==> src/rtl/intc_pkg.sv <==
package intc_pkg;
  localparam int LVL_W = 3;
  typedef logic [LVL_W-1:0] level_t;
  localparam int CTRL_W = 8;
  localparam int FLAG_BIT = 3;
endpackage

==> src/rtl/intc_src_reg.sv <==
module intc_src_reg
  import intc_pkg::*;
(
  input  logic       clk,
  input  logic       rst_n,
  input  logic       wr_hit,
  input  logic [3:0] wdata,
  input  logic       set_in,
  input  logic       ack_clr,
  output level_t     level_q,
  output logic       flag_q
);
  level_t level_d;
  logic   flag_d;
  logic   sw_clr;

  assign sw_clr = wr_hit && !wdata[FLAG_BIT];

  always_comb begin
    level_d = level_q;
    if (wr_hit) level_d = wdata[LVL_W-1:0];
  end

  always_comb begin
    flag_d = flag_q;
    if (sw_clr || ack_clr) flag_d = 1'b0;
    if (set_in)            flag_d = 1'b1;
  end

  always_ff @(posedge clk or negedge rst_n) begin
    if (!rst_n) begin
      level_q <= '0;
      flag_q  <= 1'b0;
    end else begin
      level_q <= level_d;
      flag_q  <= flag_d;
    end
  end


  sw_one_keeps_chk: assert property (@(posedge clk) disable iff (!rst_n)
    (wr_hit && wdata[FLAG_BIT] && !set_in && !ack_clr) |=> (flag_q == $past(flag_q)));

  sw_zero_clears_chk: assert property (@(posedge clk) disable iff (!rst_n)
    (wr_hit && !wdata[FLAG_BIT] && !set_in) |=> !flag_q);

  set_wins_chk: assert property (@(posedge clk) disable iff (!rst_n)
    set_in |=> flag_q);
endmodule

==> src/rtl/intc_sel_reg.sv <==
module intc_sel_reg #(
  parameter int NSHARED = 2
) (
  input  logic               clk,
  input  logic               rst_n,
  input  logic               wr_hit,
  input  logic [NSHARED-1:0] wdata,
  output logic [NSHARED-1:0] sel_q
);
  logic [NSHARED-1:0] sel_d;

  always_comb begin
    sel_d = sel_q;
    if (wr_hit) sel_d = wdata;
  end

  always_ff @(posedge clk or negedge rst_n) begin
    if (!rst_n) sel_q <= '0;
    else        sel_q <= sel_d;
  end


  sel_hold_chk: assert property (@(posedge clk) disable iff (!rst_n)
    !wr_hit |=> $stable(sel_q));
endmodule

==> src/rtl/intc_arbiter.sv <==
module intc_arbiter
  import intc_pkg::*;
#(
  parameter int NSRC = 8,
  localparam int IDW = (NSRC > 1) ? $clog2(NSRC) : 1
) (
  input  logic                clk,
  input  logic                rst_n,
  input  logic [NSRC-1:0]     flags,
  input  level_t [NSRC-1:0]   levels,
  input  logic                int_enable,
  input  level_t              cpu_prio,
  output logic                win_valid,
  output logic [IDW-1:0]      win_id,
  output level_t              win_level
);
  always_comb begin
    win_valid = 1'b0;
    win_id    = '0;
    win_level = '0;
    for (int i = 0; i < NSRC; i++) begin
      if (int_enable && flags[i] && (levels[i] != '0) && (levels[i] > cpu_prio) &&
          (!win_valid || (levels[i] > win_level))) begin
        win_valid = 1'b1;
        win_id    = IDW'(i);
        win_level = levels[i];
      end
    end
  end


  gate_ok_chk: assert property (@(posedge clk) disable iff (!rst_n)
    win_valid |-> (int_enable && (win_level > cpu_prio)));

  lvl_zero_chk: assert property (@(posedge clk) disable iff (!rst_n)
    win_valid |-> (win_level != '0));

  winner_pending_chk: assert property (@(posedge clk) disable iff (!rst_n)
    win_valid |-> (flags[win_id] && (levels[win_id] == win_level)));
endmodule

==> src/rtl/prio_intc.sv <==
module prio_intc
  import intc_pkg::*;
#(
  parameter int NSRC    = 8,
  parameter int NSHARED = 2,
  localparam int AW  = $clog2(NSRC + 1),
  localparam int IDW = (NSRC > 1) ? $clog2(NSRC) : 1
) (
  input  logic               clk,
  input  logic               rst_n,
  input  logic               bus_wr,
  input  logic [AW-1:0]      bus_addr,
  input  logic [7:0]         bus_wdata,
  output logic [7:0]         bus_rdata,
  input  logic [NSRC-1:0]    req_pri,
  input  logic [NSHARED-1:0] req_alt,
  input  logic               int_enable,
  input  logic [2:0]         cpu_prio,
  output logic               irq_valid,
  output logic [IDW-1:0]     irq_id,
  output logic [2:0]         irq_level,
  input  logic               irq_ack
);
  logic              rst_meta_q, rst_sync_n;
  logic [NSRC-1:0]   flags;
  level_t [NSRC-1:0] levels;
  logic [NSRC-1:0]   src_set;
  logic [NSRC-1:0]   ack_clr;
  logic [NSRC-1:0]   wr_hit;
  logic [NSHARED-1:0] sel_q;
  logic              sel_hit;
  logic              unused_wbits;
  level_t            win_level;

  assign unused_wbits = ^bus_wdata[7:4];

  always_ff @(posedge clk or negedge rst_n) begin
    if (!rst_n) begin
      rst_meta_q <= 1'b0;
      rst_sync_n <= 1'b0;
    end else begin
      rst_meta_q <= 1'b1;
      rst_sync_n <= rst_meta_q;
    end
  end

  assign sel_hit = bus_wr && (bus_addr == AW'(NSRC));

  intc_sel_reg #(.NSHARED(NSHARED)) u_sel (
    .clk    (clk),
    .rst_n  (rst_sync_n),
    .wr_hit (sel_hit),
    .wdata  (bus_wdata[NSHARED-1:0]),
    .sel_q  (sel_q)
  );

  for (genvar gi = 0; gi < NSRC; gi++) begin : g_src
    if (gi < NSHARED) begin : g_shared
      assign src_set[gi] = sel_q[gi] ? req_alt[gi] : req_pri[gi];
    end else begin : g_plain
      assign src_set[gi] = req_pri[gi];
    end
    assign wr_hit[gi]  = bus_wr && (bus_addr == AW'(gi));
    assign ack_clr[gi] = irq_ack && irq_valid && (irq_id == IDW'(gi));

    intc_src_reg u_reg (
      .clk     (clk),
      .rst_n   (rst_sync_n),
      .wr_hit  (wr_hit[gi]),
      .wdata   (bus_wdata[3:0]),
      .set_in  (src_set[gi]),
      .ack_clr (ack_clr[gi]),
      .level_q (levels[gi]),
      .flag_q  (flags[gi])
    );
  end

  intc_arbiter #(.NSRC(NSRC)) u_arb (
    .clk        (clk),
    .rst_n      (rst_sync_n),
    .flags      (flags),
    .levels     (levels),
    .int_enable (int_enable),
    .cpu_prio   (cpu_prio),
    .win_valid  (irq_valid),
    .win_id     (irq_id),
    .win_level  (win_level)
  );
  assign irq_level = win_level;

  always_comb begin
    bus_rdata = '0;
    for (int i = 0; i < NSRC; i++) begin
      if (bus_addr == AW'(i)) bus_rdata = {4'b0000, flags[i], levels[i]};
    end
    if (bus_addr == AW'(NSRC)) bus_rdata[NSHARED-1:0] = sel_q;
  end


  ack_clears_chk: assert property (@(posedge clk) disable iff (!rst_sync_n)
    (irq_ack && irq_valid && !src_set[irq_id]) |=> !flags[$past(irq_id)]);

  reset_quiet_chk: assert property (@(posedge clk)
    !rst_sync_n |-> !irq_valid);
endmodule

==> config.mk <==
export PLATFORM = sky130hd
export DESIGN_NAME = prio_intc
export DESIGN_NICKNAME = d
export VERILOG_FILES = /design/src/rtl/intc_pkg.sv /design/src/rtl/intc_src_reg.sv /design/src/rtl/intc_sel_reg.sv /design/src/rtl/intc_arbiter.sv /design/src/rtl/prio_intc.sv
export SDC_FILE = /design/constraint.sdc
export NUM_CORES = 1
export LEC_CHECK = 0
export ABC_AREA = 1
export ABC_CLOCK_PERIOD_IN_PS = 11000
export BUFFER_PORTS_ARGS = -buffer_cell sky130_fd_sc_hd__buf_4
export CELL_PAD_IN_SITES_DETAIL_PLACEMENT = 1
export CELL_PAD_IN_SITES_GLOBAL_PLACEMENT = 2
export CORE_ASPECT_RATIO = 0.6
export CORE_MARGIN = 10
export CORE_UTILIZATION = 33
export CTS_BUF_LIST = sky130_fd_sc_hd__clkbuf_16
export DETAILED_ROUTE_END_ITERATION = 6
export PLACE_DENSITY_LB_ADDON = 0.1
export SYNTH_ARGS = -nofsm -noshare
export SYNTH_HDL_FRONTEND = slang
export SYNTH_SLANG_ARGS = --single-unit
==> constraint.sdc <==
create_clock -name clk -period 11 [get_ports clk]
set_clock_uncertainty 0.05 [all_clocks]
set_input_delay 1.1 -clock clk [delete_from_list [all_inputs] [get_ports clk]]
set_output_delay 1.1 -clock clk [all_outputs]
set_load 0.01 [all_outputs]
==> reports/results.ini, run 1 <==
[floorplanning]
row_count = 29
start_util_pct = 34.0
dieArea_um2 = 15700
die_w_um = 155
die_h_um = 101
ioPinCount = 45
core_area_um2 = 10600

[worst_setup_path]
rrSetupSlack_ns = 2.11
crit_end = irq_id[1]
r2r_cells = 69
cpMostUsedCell = nand2_1
cp_max_fo = 6
worst_path_largest_cell_delay_ns = 0.32
endpoint_kind = output pin
required_ns = 9.85
cpMaxStageDelayCell = ha_1
r2r-end = g_src[2].u_reg.flag_q$_DFFE_PN0P_
arrival_ns = 9.34
worstReg2RegStart = g_src[0].u_reg.level_q[2]$_DFFE_PN0P_
cp-start-kind = primary input
crit_type = in -> out
startpoint = cpu_prio[2]

[clock_tree]
cts_root_buf = clkbuf_16
ctsHoldBuffers = 0
clk_pin_slew_ns = 0.05
cts_buffer_depth = 2
h-tree-depth = 2
clk-insertion-delay-late_ns = 0.28
cts_tree = built
cts_buffers = 5
cts.sinks = 36

[route]
via_count = 3732
routed_wl_mm = 13.8
ant_nets = 0
post_drt_wl_per_cell_um = 18.7
vias_per_cell = 5.05
first_iter_violations = 227
dr.pass1.iters = 4
remaining_drc_errors = 0

[layout]
seq_area_um2 = 901
stdcell_area_um2 = 4700
final_nets = 675
nFillCells = 1352
syn_to_final_growth_pct = 30.0
multiInputGateArea_um2 = 2610
diodes = 0
drive_above_1_share_pct = 27.7
finalNonFillerCells = 739

[power_and_ir_drop]
pwr-share-seq_pct = 21.2
p_comb_share_pct = 64.8
leakage_uw = 0.00245
cellPowerDensity_nw_per_um2 = 204
p_clk_share_pct = 14.0
ir_drop_v = 0.0000926
p_int_uw = 502
p_sw_share_pct = 47.7
power_switching_uw = 458

[synth]
yosysWarnings = 0
ys_seq_area_share_pct = 24.9
synth_area_um2 = 3620
synth_area_leaders = dfrtp_1 25%, ha_1 16%, nand2_1 15%, inv_1 7.2%, nand3_1 6.6%
synthArstFlopShare_pct = 100
synth_edf_count = 0
syn_inst = 521
ys.flop_type = dfrtp_1
ys_top_cells_by_count = 140 x nand2_1, 69 x inv_1, 48 x nand3_1, 45 x ha_1, 41 x o21ai_0
ys_ff_latch = 36
syn_area_per_cell_um2 = 6.94
synth_cell_types = 37
yosys.area.top_type = dfrtp_1
yosys.area.top_type_share_pct = 24.9
synth_most_common_cell = nand2_1

[global_routing]
grt_pass1_wl_mm = 21.2
grt_max_degree = 35
grtUsageTotal_pct = 17.2
grt_pass1_vias = 3869
grt_overflow = 0
antenna_found_initial = 0

[timing]
final.period_utilization_pct = 95.4
slew_headroom_pct = 65.6
holdWs_ns = 0.227
worst_slew_pin_slew_ns = 0.513
hold_violations = 0
fmax_mhz = 95.3
setup_viol = 0
drv_slew = 0
finalCriticalPeriod_ns = 10.49
tns_ns = 0

[placed_design]
gp_congestion = 0.861
hpwl_mm = 11.3
place_area_um2 = 4260
port_buffers = 36
dp_cells = 724

[run]
maxCapViolCount = 0

[status]
outcome = finished, final reports clean

[hold_path]
hold_class = reg -> async

-- cell usage in the layout, fill, tap and decap left out, types with 4 or more instances in the layout --
master	instances
inv_1	64
and2_1	7
nand2_4	6
nand3_2	12
conb_1	5
buf_4	72
nand2_2	20
nand2_1	131
dfrtp_1	36
ha_4	10
a21oi_1	16
ha_1	35
nor2_4	4
a21oi_2	5
nor2_1	28
nand3_1	41
nor2_2	6
o21ai_1	9
o21ai_0	35
clkbuf_16	5
inv_2	13
-- logic make-up (layout without fill, tap and decap cells) --
logic type | after synthesis | after routing | synth area share (%)
AO/OA/AOI/OAI | 81 | 81 | 12.8
adder cells (fa/ha/maj) | 45 | 45 | 15.6
other | 2 | 5 | 0.208
buffers and inverters | 84 | 160 | 9.34
multiplexers | 2 | 2 | 0.554
flip-flops | 36 | 36 | 24.9
AND/OR/NAND/NOR | 271 | 271 | 36.6
-- power groups by stage --
stage          Sequential, uW  Clock (uW)  Combinational, uW
2_1_floorplan             185           0                363
3_3_place_gp              199           0                525
3_5_place_dp              200           0                552
4_1_cts                   198         137                555
5_1_grt                   208         140                697
6_report                  204         135                622
-- routing by layer --
metal | vias up | global-route usage [%] | share of wire, % | wire length [um]
li1 | 1873 | - | - | -
met3 | 10 | 2.64 | 5.9 | 815
met5 | - | 0 | 0 | 0
met2 | 68 | 25.3 | 41 | 5730
met1 | 1781 | 26.1 | 52 | 7210
met4 | 0 | 2.17 | 0.52 | 72
-- cell type report --
class	count	area share (%)
Sequential cell	36	19.2
Clock inverter	2	0.160
Multi-Input combinational cell	404	55.6
Inverter	79	6.39
Clock buffer	5	2.66
Tap cell	139	3.70
Timing Repair Buffer	74	12.4
-- state kept, by name, indices dropped and copies added (netlist names) --
| register | count |
|---|---|
| g_src.u_reg.flag_q | 8 |
| g_src.u_reg.level_q | 24 |
| rst_meta_q | 1 |
| rst_sync_n | 1 |
| u_sel.sel_q | 2 |
-- worst min-delay path by stage --
stage | to | slack, ns | cells past startpoint
final | g_src[0].u_reg.flag_q$_DFFE_PN0P_ | 0.23 | 1
after global routing | g_src[0].u_reg.flag_q$_DFFE_PN0P_ | 0.30 | 1
after CTS | g_src[2].u_reg.flag_q$_DFFE_PN0P_ | 0.26 | 1
after detailed placement | g_src[2].u_reg.flag_q$_DFFE_PN0P_ | 0.25 | 1
after global placement | g_src[0].u_reg.level_q[0]$_DFFE_PN0P_ | 0.24 | 1
after floorplan | rst_sync_n$_DFF_PN0_ | 0.28 | 0
-- critical path: cells and delay by family --
family / cells / cell delay [ns]
AND/OR/NAND/NOR: 41 / 4.18
AO/OA/AOI/OAI: 8 / 0.82
adder cells (fa/ha/maj): 8 / 2.23
buffers and inverters: 10 / 1.01
-- timing repair --
item,in CTS,in global routing
pin swaps,0,8
endpoints found under the setup margin,3,6
resized for setup,2,46
buffers inserted,0,8
-- stage by stage --
step	total power [uW]	setup WS [ns]	utilization (%)
after floorplan	548	1.15	-
after global placement	724	0.291	40.0
after detailed placement	752	0.00955	40.0
after CTS	890	0.0287	41.3
after global routing	1050	-0.0987	44.2
final	960	0.510	44.2
Power figures use the tool's default switching activity.
==> run 2, diff against run 1 <==
--- a/config.mk
+++ b/config.mk
@@ -6,16 +6,17 @@
 export NUM_CORES = 1
 export LEC_CHECK = 0
 export ABC_AREA = 1
-export ABC_CLOCK_PERIOD_IN_PS = 11000
+export ABC_CLOCK_PERIOD_IN_PS = 12900
 export BUFFER_PORTS_ARGS = -buffer_cell sky130_fd_sc_hd__buf_4
 export CELL_PAD_IN_SITES_DETAIL_PLACEMENT = 1
 export CELL_PAD_IN_SITES_GLOBAL_PLACEMENT = 2
 export CORE_ASPECT_RATIO = 0.6
 export CORE_MARGIN = 10
-export CORE_UTILIZATION = 33
+export CORE_UTILIZATION = 36
 export CTS_BUF_LIST = sky130_fd_sc_hd__clkbuf_16
+export CTS_CLUSTER_DIAMETER = 30
 export DETAILED_ROUTE_END_ITERATION = 6
-export PLACE_DENSITY_LB_ADDON = 0.1
+export PLACE_DENSITY_LB_ADDON = 0.15
 export SYNTH_ARGS = -nofsm -noshare
 export SYNTH_HDL_FRONTEND = slang
 export SYNTH_SLANG_ARGS = --single-unit
==> constraint.sdc (replaced) <==
create_clock -name clk -period 12.9 [get_ports clk]
set_clock_uncertainty 0.05 [all_clocks]
set_input_delay 1.29 -clock clk [delete_from_list [all_inputs] [get_ports clk]]
set_output_delay 1.29 -clock clk [all_outputs]
set_load 0.01 [all_outputs]
==> reports/results.ini, run 2 (same netlist as run 1, synthesis figures left out) <==
[route]
dr.pass1.iters = 4
remaining_drc_errors = 0
ant_nets = 0
first_iter_violations = 157
vias_per_cell = 5.17
post_drt_wl_per_cell_um = 18.7
routed_wl_mm = 13.1
via_count = 3638

[timing]
drv_slew = 0
fmax_mhz = 84.9
rsz0062_at_grt = no
finalCriticalPeriod_ns = 11.77
setup_viol = 0
tns_ns = 0
holdWs_ns = 0.235
worst_slew_pin_slew_ns = 0.591
final.period_utilization_pct = 91.3
hold_violations = 0
slew_headroom_pct = 60.3

[layout]
diodes = 0
seq_area_um2 = 901
syn_to_final_growth_pct = 18.8
multiInputGateArea_um2 = 2400
reg.largest.list = g_src.u_reg.level_q (24), g_src.u_reg.flag_q (8), u_sel.sel_q (2)
final_nets = 642
largest_register_ffs = 24
post-route-util_pct = 43.6
drive_above_1_share_pct = 17.6
final_common_cell = nand2_1
most-common-layout-cells = 140 x nand2_1, 68 x inv_1, 48 x nand3_1, 45 x ha_1
nFillCells = 1285
max_flop_register = g_src.u_reg.level_q

[power_and_ir_drop]
pwr-share-seq_pct = 21.3
p_sw_share_pct = 45.6
cellPowerDensity_nw_per_um2 = 186
ir_drop_v = 0.0000636
leakage_uw = 0.00229
power_switching_uw = 364
p_clk_share_pct = 22.9
p_int_uw = 433
p_comb_share_pct = 55.9

[placed_design]
gp_congestion = 0.867
hpwl_mm = 10.7
port_buffers = 36

[hold_path]
hold_class = reg -> async

[floorplanning]
dieArea_um2 = 14600
die_w_um = 149
die_h_um = 97.6
row_count = 28
start_util_pct = 36.7
ioPinCount = 45
core_area_um2 = 9840

[clock_tree]
h-tree-depth = 2
cts_tree = built
clk_pin_slew_ns = 0.06
clk-insertion-delay-late_ns = 0.29
cts.sinks = 36
cts_buffers = 5
ctsHoldBuffers = 0
cts_buffer_depth = 2
cts_root_buf = clkbuf_16

[global_routing]
grt_pass1_vias = 3888
grtUsageTotal_pct = 18.3
grt_max_degree = 35
grt_overflow = 0
grt_pass1_wl_mm = 21.2
antenna_found_initial = 0

[worst_setup_path]
cpMaxStageDelayCell = ha_1
r2r-end = g_src[1].u_reg.flag_q$_DFFE_PN0P_
cpMostUsedCell = nand2_1
endpoint_kind = output pin
cp_max_fo = 10
rrSetupSlack_ns = 3.39
worst_path_largest_cell_delay_ns = 0.36
cp-start-kind = primary input
r2r_cells = 70
cp_top_family = simple AND/OR/NAND/NOR gates
arrival_ns = 10.43
worstReg2RegStart = g_src[0].u_reg.level_q[2]$_DFFE_PN0P_
crit_buf_inv = 10
crit_type = in -> out
startpoint = cpu_prio[2]
required_ns = 11.56

[status]
outcome = finished, final reports clean

[run]
maxCapViolCount = 0

run 2: changes by cell type in the layout (fill, tap and decap cells not counted), sizes merged:
| cell | change |
|---|---|
| buf | -33 |
| clkinv | -2 |
| bufinv | +3 |
run 2: through the flow:
stage	total power [uW]	setup slack, ns	instance area (um2)	cells
6_report	797	1.13	4290	703
5_1_grt	867	0.00957	4290	703
4_1_cts	797	0.828	4260	700
3_5_place_dp	614	0.835	4040	692
3_3_place_gp	587	1.26	4040	692
2_1_floorplan	467	2.67	3630	524
run 2: per-layer routing:
layer | GRT usage (%) | share of wire, % | vias up
li1 | - | - | 1795
met1 | 27.2 | 52 | 1752
met2 | 26.6 | 41 | 79
met3 | 3.02 | 6.3 | 12
met4 | 3.61 | 1.1 | 0
met5 | 0 | 0 | -
run 2: layout make-up:
type / instances / share of cell area [%]
clock buffers: 5 / 2.91
multi-input cells: 404 / 55.9
inverters: 79 / 6.99
flip-flops and latches: 36 / 21.0
well taps: 135 / 3.93
repair buffers: 41 / 7.17
clock inverters: 3 / 2.10
run 2: repair_timing:
item	4_1_cts	5_1_grt
setup buffers	0	3
hold endpoints to repair	0	0
setup endpoints to repair	0	6
gates resized for setup	0	4
run 2: how the worst max path moves through the flow:
stage                        end  slack (ns)  cells past startpoint
finish              irq_level[0]        1.13                     72
global route        irq_level[0]        0.01                     72
CTS                 irq_level[0]        0.83                     68
global placement    irq_level[1]        1.26                     68
detailed placement  irq_level[0]        0.83                     68
floorplan           irq_level[2]        2.67                     69
run 2: power groups by stage:
stage,clock network [uW],registers (uW),logic (uW)
after floorplan,0,158,310
after global placement,0,169,418
after detailed placement,0,170,444
after CTS,182,168,447
after global routing,187,173,507
final,182,169,445
